$ cat config.mk
export PLATFORM = sky130hd
export DESIGN_NAME = spi_chain_pot
export DESIGN_NICKNAME = d
export VERILOG_FILES = /design/src/rtl/spi_pot_pkg.sv /design/src/rtl/spi_pot_sync.sv /design/src/rtl/spi_pot_shifter.sv /design/src/rtl/spi_pot_regs.sv /design/src/rtl/spi_chain_pot.sv
export SDC_FILE = /design/constraint.sdc
export NUM_CORES = 1
export LEC_CHECK = 0
export BUFFER_PORTS_ARGS = -buffer_cell sky130_fd_sc_hd__clkbuf_2
export CAP_MARGIN = 20
export CORE_MARGIN = 8
export CORE_UTILIZATION = 40
export CTS_CLUSTER_DIAMETER = 40
export DETAILED_ROUTE_END_ITERATION = 8
export GPL_TIMING_DRIVEN = 0
export PLACE_DENSITY = 0.59
export SETUP_SLACK_MARGIN = 0.4
export SYNTH_ARGS = -nofsm -noshare
export SYNTH_HDL_FRONTEND = slang
export SYNTH_SLANG_ARGS = --single-unit
$ cat constraint.sdc
create_clock -name clk -period 4.7 [get_ports clk]
set_clock_uncertainty 0.15 [all_clocks]
set_input_delay 0.47 -clock clk [delete_from_list [all_inputs] [get_ports clk]]
set_output_delay 0.47 -clock clk [all_outputs]
set_load 0.01 [all_outputs]
$ cat src/rtl/spi_pot_pkg.sv
package spi_pot_pkg;
   localparam int OPC_W   = 3;
   localparam int ADDR_W  = 5;
   localparam int DATA_W  = 8;
   localparam int FRAME_W = OPC_W + ADDR_W + DATA_W;

   typedef enum logic [OPC_W-1:0] {
      OPC_NOP   = 3'd0,
      OPC_READ  = 3'd1,
      OPC_WRITE = 3'd2
   } opcode_e;

   localparam logic [ADDR_W-1:0] ADDR_WIPER = 5'h00;
   localparam logic [ADDR_W-1:0] ADDR_CTRL  = 5'h10;

   typedef struct packed {
      logic [OPC_W-1:0]  opc;
      logic [ADDR_W-1:0] addr;
      logic [DATA_W-1:0] data;
   } frame_t;
endpackage

$ cat src/rtl/spi_pot_sync.sv
module spi_pot_sync #(
   parameter int   STAGES    = 2,
   parameter logic RESET_VAL = 1'b0
) (
   input  logic clk,
   input  logic rst_n,
   input  logic d_in,
   output logic q,
   output logic rise,
   output logic fall
);
   logic [STAGES-1:0] chain;
   logic              last;

   if (STAGES < 2) begin : g_bad_stages
      $error("spi_pot_sync: STAGES must be at least 2");
   end

   always_ff @(posedge clk or negedge rst_n) begin
      if (!rst_n) begin
         chain <= {STAGES{RESET_VAL}};
         last  <= RESET_VAL;
      end else begin
         chain <= {chain[STAGES-2:0], d_in};
         last  <= chain[STAGES-1];
      end
   end

   assign q    = chain[STAGES-1];
   assign rise = q & ~last;
   assign fall = ~q & last;
endmodule

$ cat src/rtl/spi_pot_shifter.sv
module spi_pot_shifter
   import spi_pot_pkg::*;
(
   input  logic               clk,
   input  logic               rst_n,
   input  logic               cs_n_s,
   input  logic               cs_fall,
   input  logic               cs_rise,
   input  logic               sck_rise,
   input  logic               sck_fall,
   input  logic               mosi_s,
   input  logic               load_en,
   input  logic [FRAME_W-1:0] load_word,
   output logic [FRAME_W-1:0] frame,
   output logic               cmd_stb,
   output logic               miso
);
   localparam int CNT_W = $clog2(FRAME_W);

   logic [FRAME_W-1:0] shreg;
   logic [CNT_W-1:0]   bit_cnt;
   logic               seen_full;
   logic               shift_en;

   if ((1 << CNT_W) != FRAME_W) begin : g_bad_frame
      $error("spi_pot_shifter: frame width must be a power of two");
   end

   assign shift_en = sck_rise & ~cs_n_s;

   always_ff @(posedge clk or negedge rst_n) begin
      if (!rst_n) begin
         shreg     <= '0;
         bit_cnt   <= '0;
         seen_full <= 1'b0;
         miso      <= 1'b0;
         cmd_stb   <= 1'b0;
      end else begin
         cmd_stb <= cs_rise & seen_full & (bit_cnt == '0);
         if (cs_fall) begin
            bit_cnt   <= '0;
            seen_full <= 1'b0;
            if (load_en) begin
               shreg <= load_word;
               miso  <= load_word[FRAME_W-1];
            end else begin
               miso  <= shreg[FRAME_W-1];
            end
         end else if (shift_en) begin
            shreg   <= {shreg[FRAME_W-2:0], mosi_s};
            bit_cnt <= bit_cnt + 1'b1;
            if (bit_cnt == CNT_W'(FRAME_W - 1)) seen_full <= 1'b1;
         end else if (sck_fall && !cs_n_s) begin
            miso <= shreg[FRAME_W-1];
         end
      end
   end

   assign frame = shreg;

   assert_discard_R3: assert property (@(posedge clk) disable iff (!rst_n)
      (cs_rise && bit_cnt != '0) |=> !cmd_stb);
   assert_no_cmd_R3: assert property (@(posedge clk) disable iff (!rst_n)
      !cs_rise |=> !cmd_stb);
   assert_shift_R9: assert property (@(posedge clk) disable iff (!rst_n)
      (shift_en && !cs_fall) |=> frame[FRAME_W-1:1] == $past(frame[FRAME_W-2:0]));
   assert_miso_hold_R9: assert property (@(posedge clk) disable iff (!rst_n)
      (!sck_fall && !cs_fall) |=> $stable(miso));
endmodule

$ cat src/rtl/spi_pot_regs.sv
module spi_pot_regs
   import spi_pot_pkg::*;
#(
   parameter int                NUM_GPR  = 14,
   parameter logic [DATA_W-1:0] IVR_INIT = 8'h80
) (
   input  logic               clk,
   input  logic               rst_n,
   input  logic               cmd_stb,
   input  logic [FRAME_W-1:0] frame,
   input  logic               cs_fall,
   output logic [DATA_W-1:0]  wiper,
   output logic               load_en,
   output logic [FRAME_W-1:0] load_word
);
   localparam int LAST_GPR = NUM_GPR;

   frame_t              fr;
   logic                wr_hit;
   logic                rd_hit;
   logic [DATA_W-1:0]   ctrl_q;
   logic [DATA_W-1:0]   ivr_q;
   logic [DATA_W-1:0]   wiper_q;
   logic [DATA_W-1:0]   gpr_q [NUM_GPR];
   logic                pend_q;
   logic [ADDR_W-1:0]   pend_addr;
   logic [DATA_W-1:0]   rd_data;

   if (NUM_GPR < 1 || LAST_GPR >= int'(ADDR_CTRL)) begin : g_bad_gpr
      $error("spi_pot_regs: NUM_GPR must leave room below the control address");
   end

   assign fr     = frame_t'(frame);
   assign wr_hit = cmd_stb && (fr.opc == OPC_WRITE);
   assign rd_hit = cmd_stb && (fr.opc == OPC_READ);

   always_ff @(posedge clk or negedge rst_n) begin
      if (!rst_n) begin
         ctrl_q    <= '0;
         ivr_q     <= IVR_INIT;
         wiper_q   <= IVR_INIT;
         pend_q    <= 1'b0;
         pend_addr <= '0;
      end else begin
         if (cs_fall) pend_q <= 1'b0;
         if (rd_hit) begin
            pend_q    <= 1'b1;
            pend_addr <= fr.addr;
         end
         if (wr_hit && fr.addr == ADDR_WIPER) begin
            wiper_q <= fr.data;
            if (!ctrl_q[DATA_W-1]) ivr_q <= fr.data;
         end
         if (wr_hit && fr.addr == ADDR_CTRL) ctrl_q <= fr.data;
      end
   end

   for (genvar g = 0; g < NUM_GPR; g++) begin : g_gpr
      always_ff @(posedge clk or negedge rst_n) begin
         if (!rst_n)
            gpr_q[g] <= '0;
         else if (wr_hit && fr.addr == ADDR_W'(g + 1))
            gpr_q[g] <= fr.data;
      end
   end

   always_comb begin
      rd_data = '0;
      if (pend_addr == ADDR_WIPER)
         rd_data = ctrl_q[DATA_W-1] ? wiper_q : ivr_q;
      else if (pend_addr == ADDR_CTRL)
         rd_data = ctrl_q;
      for (int i = 0; i < NUM_GPR; i++)
         if (pend_addr == ADDR_W'(i + 1)) rd_data = gpr_q[i];
   end

   assign load_en   = pend_q;
   assign load_word = {OPC_READ, pend_addr, rd_data};
   assign wiper     = wiper_q;

   assert_hold_R3: assert property (@(posedge clk) disable iff (!rst_n)
      !cmd_stb |=> $stable(wiper) && $stable(ivr_q) && $stable(ctrl_q));
   assert_ivr_kept_R4: assert property (@(posedge clk) disable iff (!rst_n)
      (cmd_stb && fr.opc == OPC_WRITE && fr.addr == ADDR_WIPER && ctrl_q[DATA_W-1])
      |=> $stable(ivr_q));
   assert_copy_R5: assert property (@(posedge clk) disable iff (!rst_n)
      (cmd_stb && fr.opc == OPC_WRITE && fr.addr == ADDR_WIPER && !ctrl_q[DATA_W-1])
      |=> wiper == ivr_q);
   assert_no_write_R6: assert property (@(posedge clk) disable iff (!rst_n)
      (cmd_stb && fr.opc != OPC_WRITE) |=> $stable(wiper) && $stable(ivr_q));
   assert_echo_R8: assert property (@(posedge clk) disable iff (!rst_n)
      rd_hit |=> load_en);
endmodule

$ cat src/rtl/spi_chain_pot.sv
module spi_chain_pot
   import spi_pot_pkg::*;
#(
   parameter int                SYNC_STAGES = 2,
   parameter int                NUM_GPR     = 14,
   parameter logic [DATA_W-1:0] IVR_INIT    = 8'h80
) (
   input  logic              clk,
   input  logic              rst_n,
   input  logic              spi_sclk,
   input  logic              spi_cs_n,
   input  logic              spi_mosi,
   output logic              spi_miso,
   output logic [DATA_W-1:0] wiper_code
);
   logic               sck_s, sck_rise, sck_fall;
   logic               cs_s, cs_rise, cs_fall;
   logic               mosi_s, mosi_rise_unused, mosi_fall_unused;
   logic [FRAME_W-1:0] frame, load_word;
   logic               cmd_stb, load_en;

   spi_pot_sync #(.STAGES(SYNC_STAGES), .RESET_VAL(1'b0)) u_sync_sck (
      .clk(clk), .rst_n(rst_n), .d_in(spi_sclk),
      .q(sck_s), .rise(sck_rise), .fall(sck_fall));

   spi_pot_sync #(.STAGES(SYNC_STAGES), .RESET_VAL(1'b1)) u_sync_cs (
      .clk(clk), .rst_n(rst_n), .d_in(spi_cs_n),
      .q(cs_s), .rise(cs_rise), .fall(cs_fall));

   spi_pot_sync #(.STAGES(SYNC_STAGES), .RESET_VAL(1'b0)) u_sync_mosi (
      .clk(clk), .rst_n(rst_n), .d_in(spi_mosi),
      .q(mosi_s), .rise(mosi_rise_unused), .fall(mosi_fall_unused));

   spi_pot_shifter u_shift (
      .clk(clk), .rst_n(rst_n),
      .cs_n_s(cs_s), .cs_fall(cs_fall), .cs_rise(cs_rise),
      .sck_rise(sck_rise), .sck_fall(sck_fall), .mosi_s(mosi_s),
      .load_en(load_en), .load_word(load_word),
      .frame(frame), .cmd_stb(cmd_stb), .miso(spi_miso));

   spi_pot_regs #(.NUM_GPR(NUM_GPR), .IVR_INIT(IVR_INIT)) u_regs (
      .clk(clk), .rst_n(rst_n),
      .cmd_stb(cmd_stb), .frame(frame), .cs_fall(cs_fall),
      .wiper(wiper_code), .load_en(load_en), .load_word(load_word));

   assert_sck_idle_R9: assert property (@(posedge clk) disable iff (!rst_n)
      (cs_s && !cs_fall) |=> $stable(spi_miso));
endmodule

Yosys cells after proc, flatten, opt, wreduce, memory -nomap -nowiden
Index checks and enable logic that the tools add are counted.
{"block": "op_classes", "addsub": 1, "n_eq_ne": 35, "mux": 31, "bitwise_logic": 12, "reduce_logical": 31}
{"op": "$mux 8", "count": 17}
{"op": "$eq 5x4->1 const B", "count": 14}
{"op": "$mux 16", "count": 3}
{"op": "$eq 5x3->1 const B", "count": 8}
{"op": "$eq 5x2->1 const B", "count": 4}
{"op": "$logic_and 1x1->1", "count": 19}
{"op": "$eq 5x1->1 const B", "count": 2}
{"op": "$eq 5x5->1 const B", "count": 2}
{"op": "$logic_not 5->1", "count": 2}
{"op": "$mux 1", "count": 9}
{"op": "$mux 4", "count": 2}
{"op": "$reduce_and 2->1", "count": 4}
{"op": "$reduce_bool 2->1", "count": 4}
{"op": "$and 1x1->1", "count": 7}
{"op": "$not 1->1", "count": 5}
{"op": "$add 4x1->4 const B", "count": 1}
{"op": "$eq 4x4->1 const B", "count": 1}
{"op": "$logic_not 4->1", "count": 1}
{"op": "$eq 3x1->1 const B", "count": 1}
{"op": "$eq 3x2->1 const B", "count": 1}
{"op": "$ne 2x1->1 const B", "count": 1}
{"op": "$ne 2x2->1 const B", "count": 1}
{"op": "$logic_not 1->1", "count": 1}
{"block": "word_totals", "ff_bits": 173, "in_bits": 5, "out_inout_bits": 9, "elab_cells": 139}

Logic depth before layout (Yosys ltp)
{"block": "logic_depth", "word_depth": 19, "ltp_mapped": 9, "depth_no_buf": 5}

Cells and area by module
A second synthesis with hierarchy kept.
{"block": "hier_totals", "hier_cells": 692, "hier_area_um2": 8693.3}
{"module": "spi_pot_regs", "instances": 1, "cells_per_inst": 593, "area_per_inst_um2": 7191.9, "seq_area_each_um2": 3555.9}
{"module": "spi_pot_shifter", "instances": 1, "cells_per_inst": 84, "area_per_inst_um2": 1227.4, "seq_area_each_um2": 575.6}
{"module": "spi_pot_sync (u_sync_mosi ...)", "instances": 2, "cells_per_inst": 5, "area_per_inst_um2": 90.1, "seq_area_each_um2": 75.1}
{"module": "spi_pot_sync (u_sync_cs)", "instances": 1, "cells_per_inst": 5, "area_per_inst_um2": 93.8, "seq_area_each_um2": 78.8}

Worst setup path after synthesis
OpenSTA, ideal clock, no wires.
{"block": "synth_path", "kind": "register to register", "start": "register u_shift.shreg[15] (netlist: u_shift.frame[15])", "end": "register u_regs.gpr_q[100] (netlist bit)", "setup_ns": 0.125, "arrival_time_ns": 1.830, "slack_ns": 2.596, "stages_incl_launch_ff": 6, "path_buffers": 1, "cell_sequence": "dfrtp_1 > nand4bb_1 > or4_1 > buf_2 > nor3_4 > mux2_2"}
{"block": "synth_between", "elab_chain_len": 3}
{"element": "start: declaration", "line_no": "spi_pot_shifter.sv:20", "rtl": "logic [FRAME_W-1:0] shreg;"}
{"element": "start signal: assignment", "line_no": "spi_pot_shifter.sv:44", "rtl": "shreg <= load_word;"}
{"element": "start signal: assignment", "line_no": "spi_pot_shifter.sv:50", "rtl": "shreg <= {shreg[FRAME_W-2:0], mosi_s};"}
{"element": "$eq 3x2->1", "line_no": "spi_pot_regs.sv:34", "rtl": "assign wr_hit = cmd_stb && (fr.opc == OPC_WRITE);"}
{"element": "$logic_and 1x1->1", "line_no": "spi_pot_regs.sv:34"}
{"element": "$logic_and 1x1->1", "line_no": "spi_pot_regs.sv:62", "rtl": "else if (wr_hit && fr.addr == ADDR_W'(g + 1))"}
{"element": "end signal: indexed assignment", "line_no": "spi_pot_regs.sv:63", "rtl": "gpr_q[g] <= fr.data;"}
{"element": "end: declaration", "line_no": "spi_pot_regs.sv:24", "rtl": "logic [DATA_W-1:0] gpr_q [NUM_GPR];"}
Every way passes these cells.
A chain may end at the register's enable or synchronous reset.

Worst setup path after layout
{"block": "layout_path", "start": "register u_regs.pend_addr[0]", "end": "register u_shift.shreg[4] (netlist: u_shift.frame[4])"}
{"block": "layout_between", "elab_chain_len": 19, "word_cells_on_any_way": 34}
{"element": "start: declaration", "line_no": "spi_pot_regs.sv:26", "rtl": "logic [ADDR_W-1:0] pend_addr;"}
{"element": "start signal: assignment", "line_no": "spi_pot_regs.sv:48", "rtl": "pend_addr <= fr.addr;"}
{"element": "$eq 5x5->1", "line_no": "spi_pot_regs.sv:71", "rtl": "else if (pend_addr == ADDR_CTRL)"}
{"element": "$mux 8", "line_no": "spi_pot_regs.sv:71"}
{"element": "$mux 8", "line_no": "spi_pot_regs.sv:69", "rtl": "if (pend_addr == ADDR_WIPER)"}
{"element": "$mux 8 (13 in series)", "line_no": "spi_pot_regs.sv:74", "rtl": "if (pend_addr == ADDR_W'(i + 1)) rd_data = gpr_q[i];"}
{"element": "$mux 8 (*)", "line_no": "spi_pot_regs.sv:74"}
{"element": "$mux 16 (*)", "line_no": "spi_pot_shifter.sv:43", "rtl": "if (load_en) begin"}
{"element": "$mux 16 (*)", "line_no": "spi_pot_shifter.sv:40", "rtl": "if (cs_fall) begin"}
Every way passes the cells marked *; elsewhere a longest branch is shown, timed or not. The select of a mux whose other input is x is not followed.

==> flow_summary.yaml <==
final_layout:
  syn2layout_area_growth_pct: 13.0
  layout-drive-gt1-share: 0.305
  final-seq-area_um2: 4340
  fillers: 1910
  final_nets: 761
  instances_no_fill: 1042
  diodes: 0
  multi_input_area_um2: 3810
critical_path:
  cp.arrival_ns: 3.35
  critical_path_required_ns: 4.82
  end_kind: "flip-flop"
  r2r_start: "u_regs.pend_addr[0]$_DFFE_PN0P_"
  critPathMaxFanout: 10
  crit_path_start: "u_regs.pend_addr[0]$_DFFE_PN0P_"
  worstSetupPathType: "flip-flop to flip-flop"
  r2r_cells: 7
  crit_path_start_kind: "flip-flop"
synth:
  ys_types: 72
  ys_async_sr_fraction: 1.00
  yosysMostFrequentCell: "dfrtp_1"
  synth.avg_cell_area_um2: 11.8
  synth_edf_count: 0
  synth_common_cells: "dfrtp_1, mux2_2, nand2_1"
  synth_cells: 717
  ys_ff_latch: 173
  synthTopCellsByArea: "dfrtp_1, mux2_2, nand2_1, mux2i_1, o21ai_0"
  synth.largest_area_cell: "dfrtp_1"
  syn-num-nets: 724
  yosys_warnings: 0
  synth_top_area_frac: 0.499
  synth_area_um2: 8430
  ys.flop_type: "dfrtp_1"
  seq_area_frac_synth: 0.514
floorplanning:
  core_um2: 20900
  io_pins: 14
  die_area_um2: 26000
  die_x_um: 161
  die_h_um: 161
  start_util: 0.404
  row_count: 53
place:
  io_buffers: 13
  placedCellCount: 1006
  gp_congestion: 0.924
  dp_hpwl_mm: 17.9
hold_path:
  hold_start: "u_sync_sck.chain[0]$_DFF_PN0_"
  hp-class: "flip-flop to flip-flop"
  whs_path_depth: 0
global_route:
  met3_usage: 0.0369
  first_global_vias: 6401
  grt_overflow_total: 0
  met1_usage: 0.274
  busiest_layer: "met2"
  grt_pass1_wl_mm: 39.8
  grt_use_total: 0.203
  grt_max_degree: 118
  antenna_found_initial: 0
  use_met2: 0.316
clock_tree:
  cts_htree_levels: 4
  cts.clk_slew.worst_paths_ns: 0.08
  cts-root-buf: "clkbuf_16"
  cts.sinks: 173
  cts_setup_buffers: 0
  clk_latency_ns: 0.44
  numCtsBuffers: 17
  cts_tree: "done"
  clock_path_buffers: 2
sta:
  period_share: 0.687
  fmax_mhz: 310
  tightest_slew_ns: 1.20
  setup_viol: 0
  whs_ns: 0.200
  hold_viol: 0
  rsz0062_at_grt: "false"
  timing.final.crit_period_ns: 3.23
  worst_slew_margin_rel: 0.179
  slew_viol_final: 0
drt:
  first_iter_violations: 614
  wirelength_mm: 25.8
  drtPass1Iterations: 7
  via_count: 6198
  routedWlPerCell_um: 24.7
  viasPerCell: 5.95
  drc: 0
  drt.antenna.violating_nets: 0
job:
  drv_cap: 0
run_status:
  outcome: "finished clean"
power:
  ir_worst_vdd_v: 0.000267
  leakage_nw: 4.32
  power.density_nw_per_um2: 349
## cell type report
type | instances | area share
buffer | 54 | 0.0240
clock buffer | 18 | 0.0450
clock inverter | 14 | 0.0193
inverter | 14 | 0.00551
multi-input combinational | 476 | 0.400
sequential | 173 | 0.455
tap | 275 | 0.0361
timing repair buffer | 18 | 0.0148
## critical path, cell delays in order (launching register included)
cell	delay, ns
dfrtp_1	0.34
buf_2	0.26
buf_4	0.24
buf_2	0.31
buf_2	0.36
o21ai_0	0.13
a2111oi_0	1.03
o21ai_0	0.23
## where the power goes
part	internal [W]	total, W	switching (W)
Sequential	0.00153	0.00156	0.0000333
Combinational	0.0000656	0.000283	0.000217
Clock	0.000849	0.00148	0.000635
## metrics by stage
step / total power (W) / util / area (um^2) / setup slack (ns) / setup TNS (ns)
finish: 0.00333 / 0.456 / 9530 / 1.47 / 0
global route: 0.00344 / 0.456 / 9530 / 1.42 / 0
CTS: 0.00334 / 0.456 / 9530 / 1.63 / 0
detailed placement: 0.00186 / 0.425 / 8880 / 1.75 / 0
global placement: 0.00185 / 0.423 / 8840 / -0.0510 / -6.69
floorplan: 0.00172 / - / 8430 / 2.60 / 0
## state kept, by name (all words and copies together) (netlist names)
| name | flops |
|---|---|
| u_regs.ctrl_q | 8 |
| u_sync_mosi.chain | 2 |
| u_regs.ivr_q | 8 |
| u_sync_sck.chain | 2 |
| u_shift.frame | 16 |
| u_regs.pend_addr | 5 |
| u_sync_cs.last | 1 |
| u_sync_sck.last | 1 |
| u_sync_cs.chain | 2 |
| u_shift.cmd_stb | 1 |
| u_regs.wiper | 8 |
| u_shift.seen_full | 1 |
| u_shift.miso | 1 |
| u_regs.gpr_q | 112 |
| u_regs.load_en | 1 |
| u_shift.bit_cnt | 4 |
## cells in the final DEF, fill, tap and decap left out, drive strengths merged, types with 4 or more instances in the layout
cell	count
clkbuf	60
nor3	13
a31oi	9
mux2i	16
nand3b	4
nor3b	5
o21ai	30
o221ai	4
nand3	6
dfrtp	168
dlygate4sd3	4
o22ai	5
dfstp	5
nor2	33
a21oi	22
a22o	4
nand2b	15
a22oi	4
a211oi	5
mux2	149
nor4	6
buf	26
nand2	45
nor2b	19
a221oi	4
and3	10
o211ai	9
inv	19
## metal layers
| layer | routed length [um] | part of all wire |
|---|---|---|
| met1 | 11300 | 0.44 |
| met2 | 11900 | 0.46 |
| met3 | 1670 | 0.065 |
| met4 | 945 | 0.037 |
| met5 | 0 | 0 |
## cells by family after synthesis
logic type,synth area share
adder cells (fa/ha/maj),0.00297
AND/OR/NAND/NOR,0.118
buffers and inverters,0.0334
AO/OA/AOI/OAI,0.102
multiplexers,0.226
XOR/XNOR,0.00312
flip-flops,0.514
## repair_timing
item / 4_1_cts / 5_1_grt
hold endpoints to repair: 56 / 0
resized for setup: 0 / 0
hold buffers: 4 / 0
## path summary, 6_finish.rpt
path / end / slack [ns]
worst max-delay path: u_shift.frame[4]$_DFFE_PN0P_ / 1.47
worst min-delay path: u_sync_sck.chain[1]$_DFF_PN0_ / 0.20
worst max register to register: u_shift.frame[4]$_DFFE_PN0P_ / 1.47
worst min register to register: u_sync_sck.chain[1]$_DFF_PN0_ / 0.20
max in group asynchronous: u_regs.gpr_q[60]$_DFFE_PN0P_ / 3.01
min in group asynchronous: u_regs.gpr_q[14]$_DFFE_PN0P_ / 0.42
(Power assumes the default switching activity.)
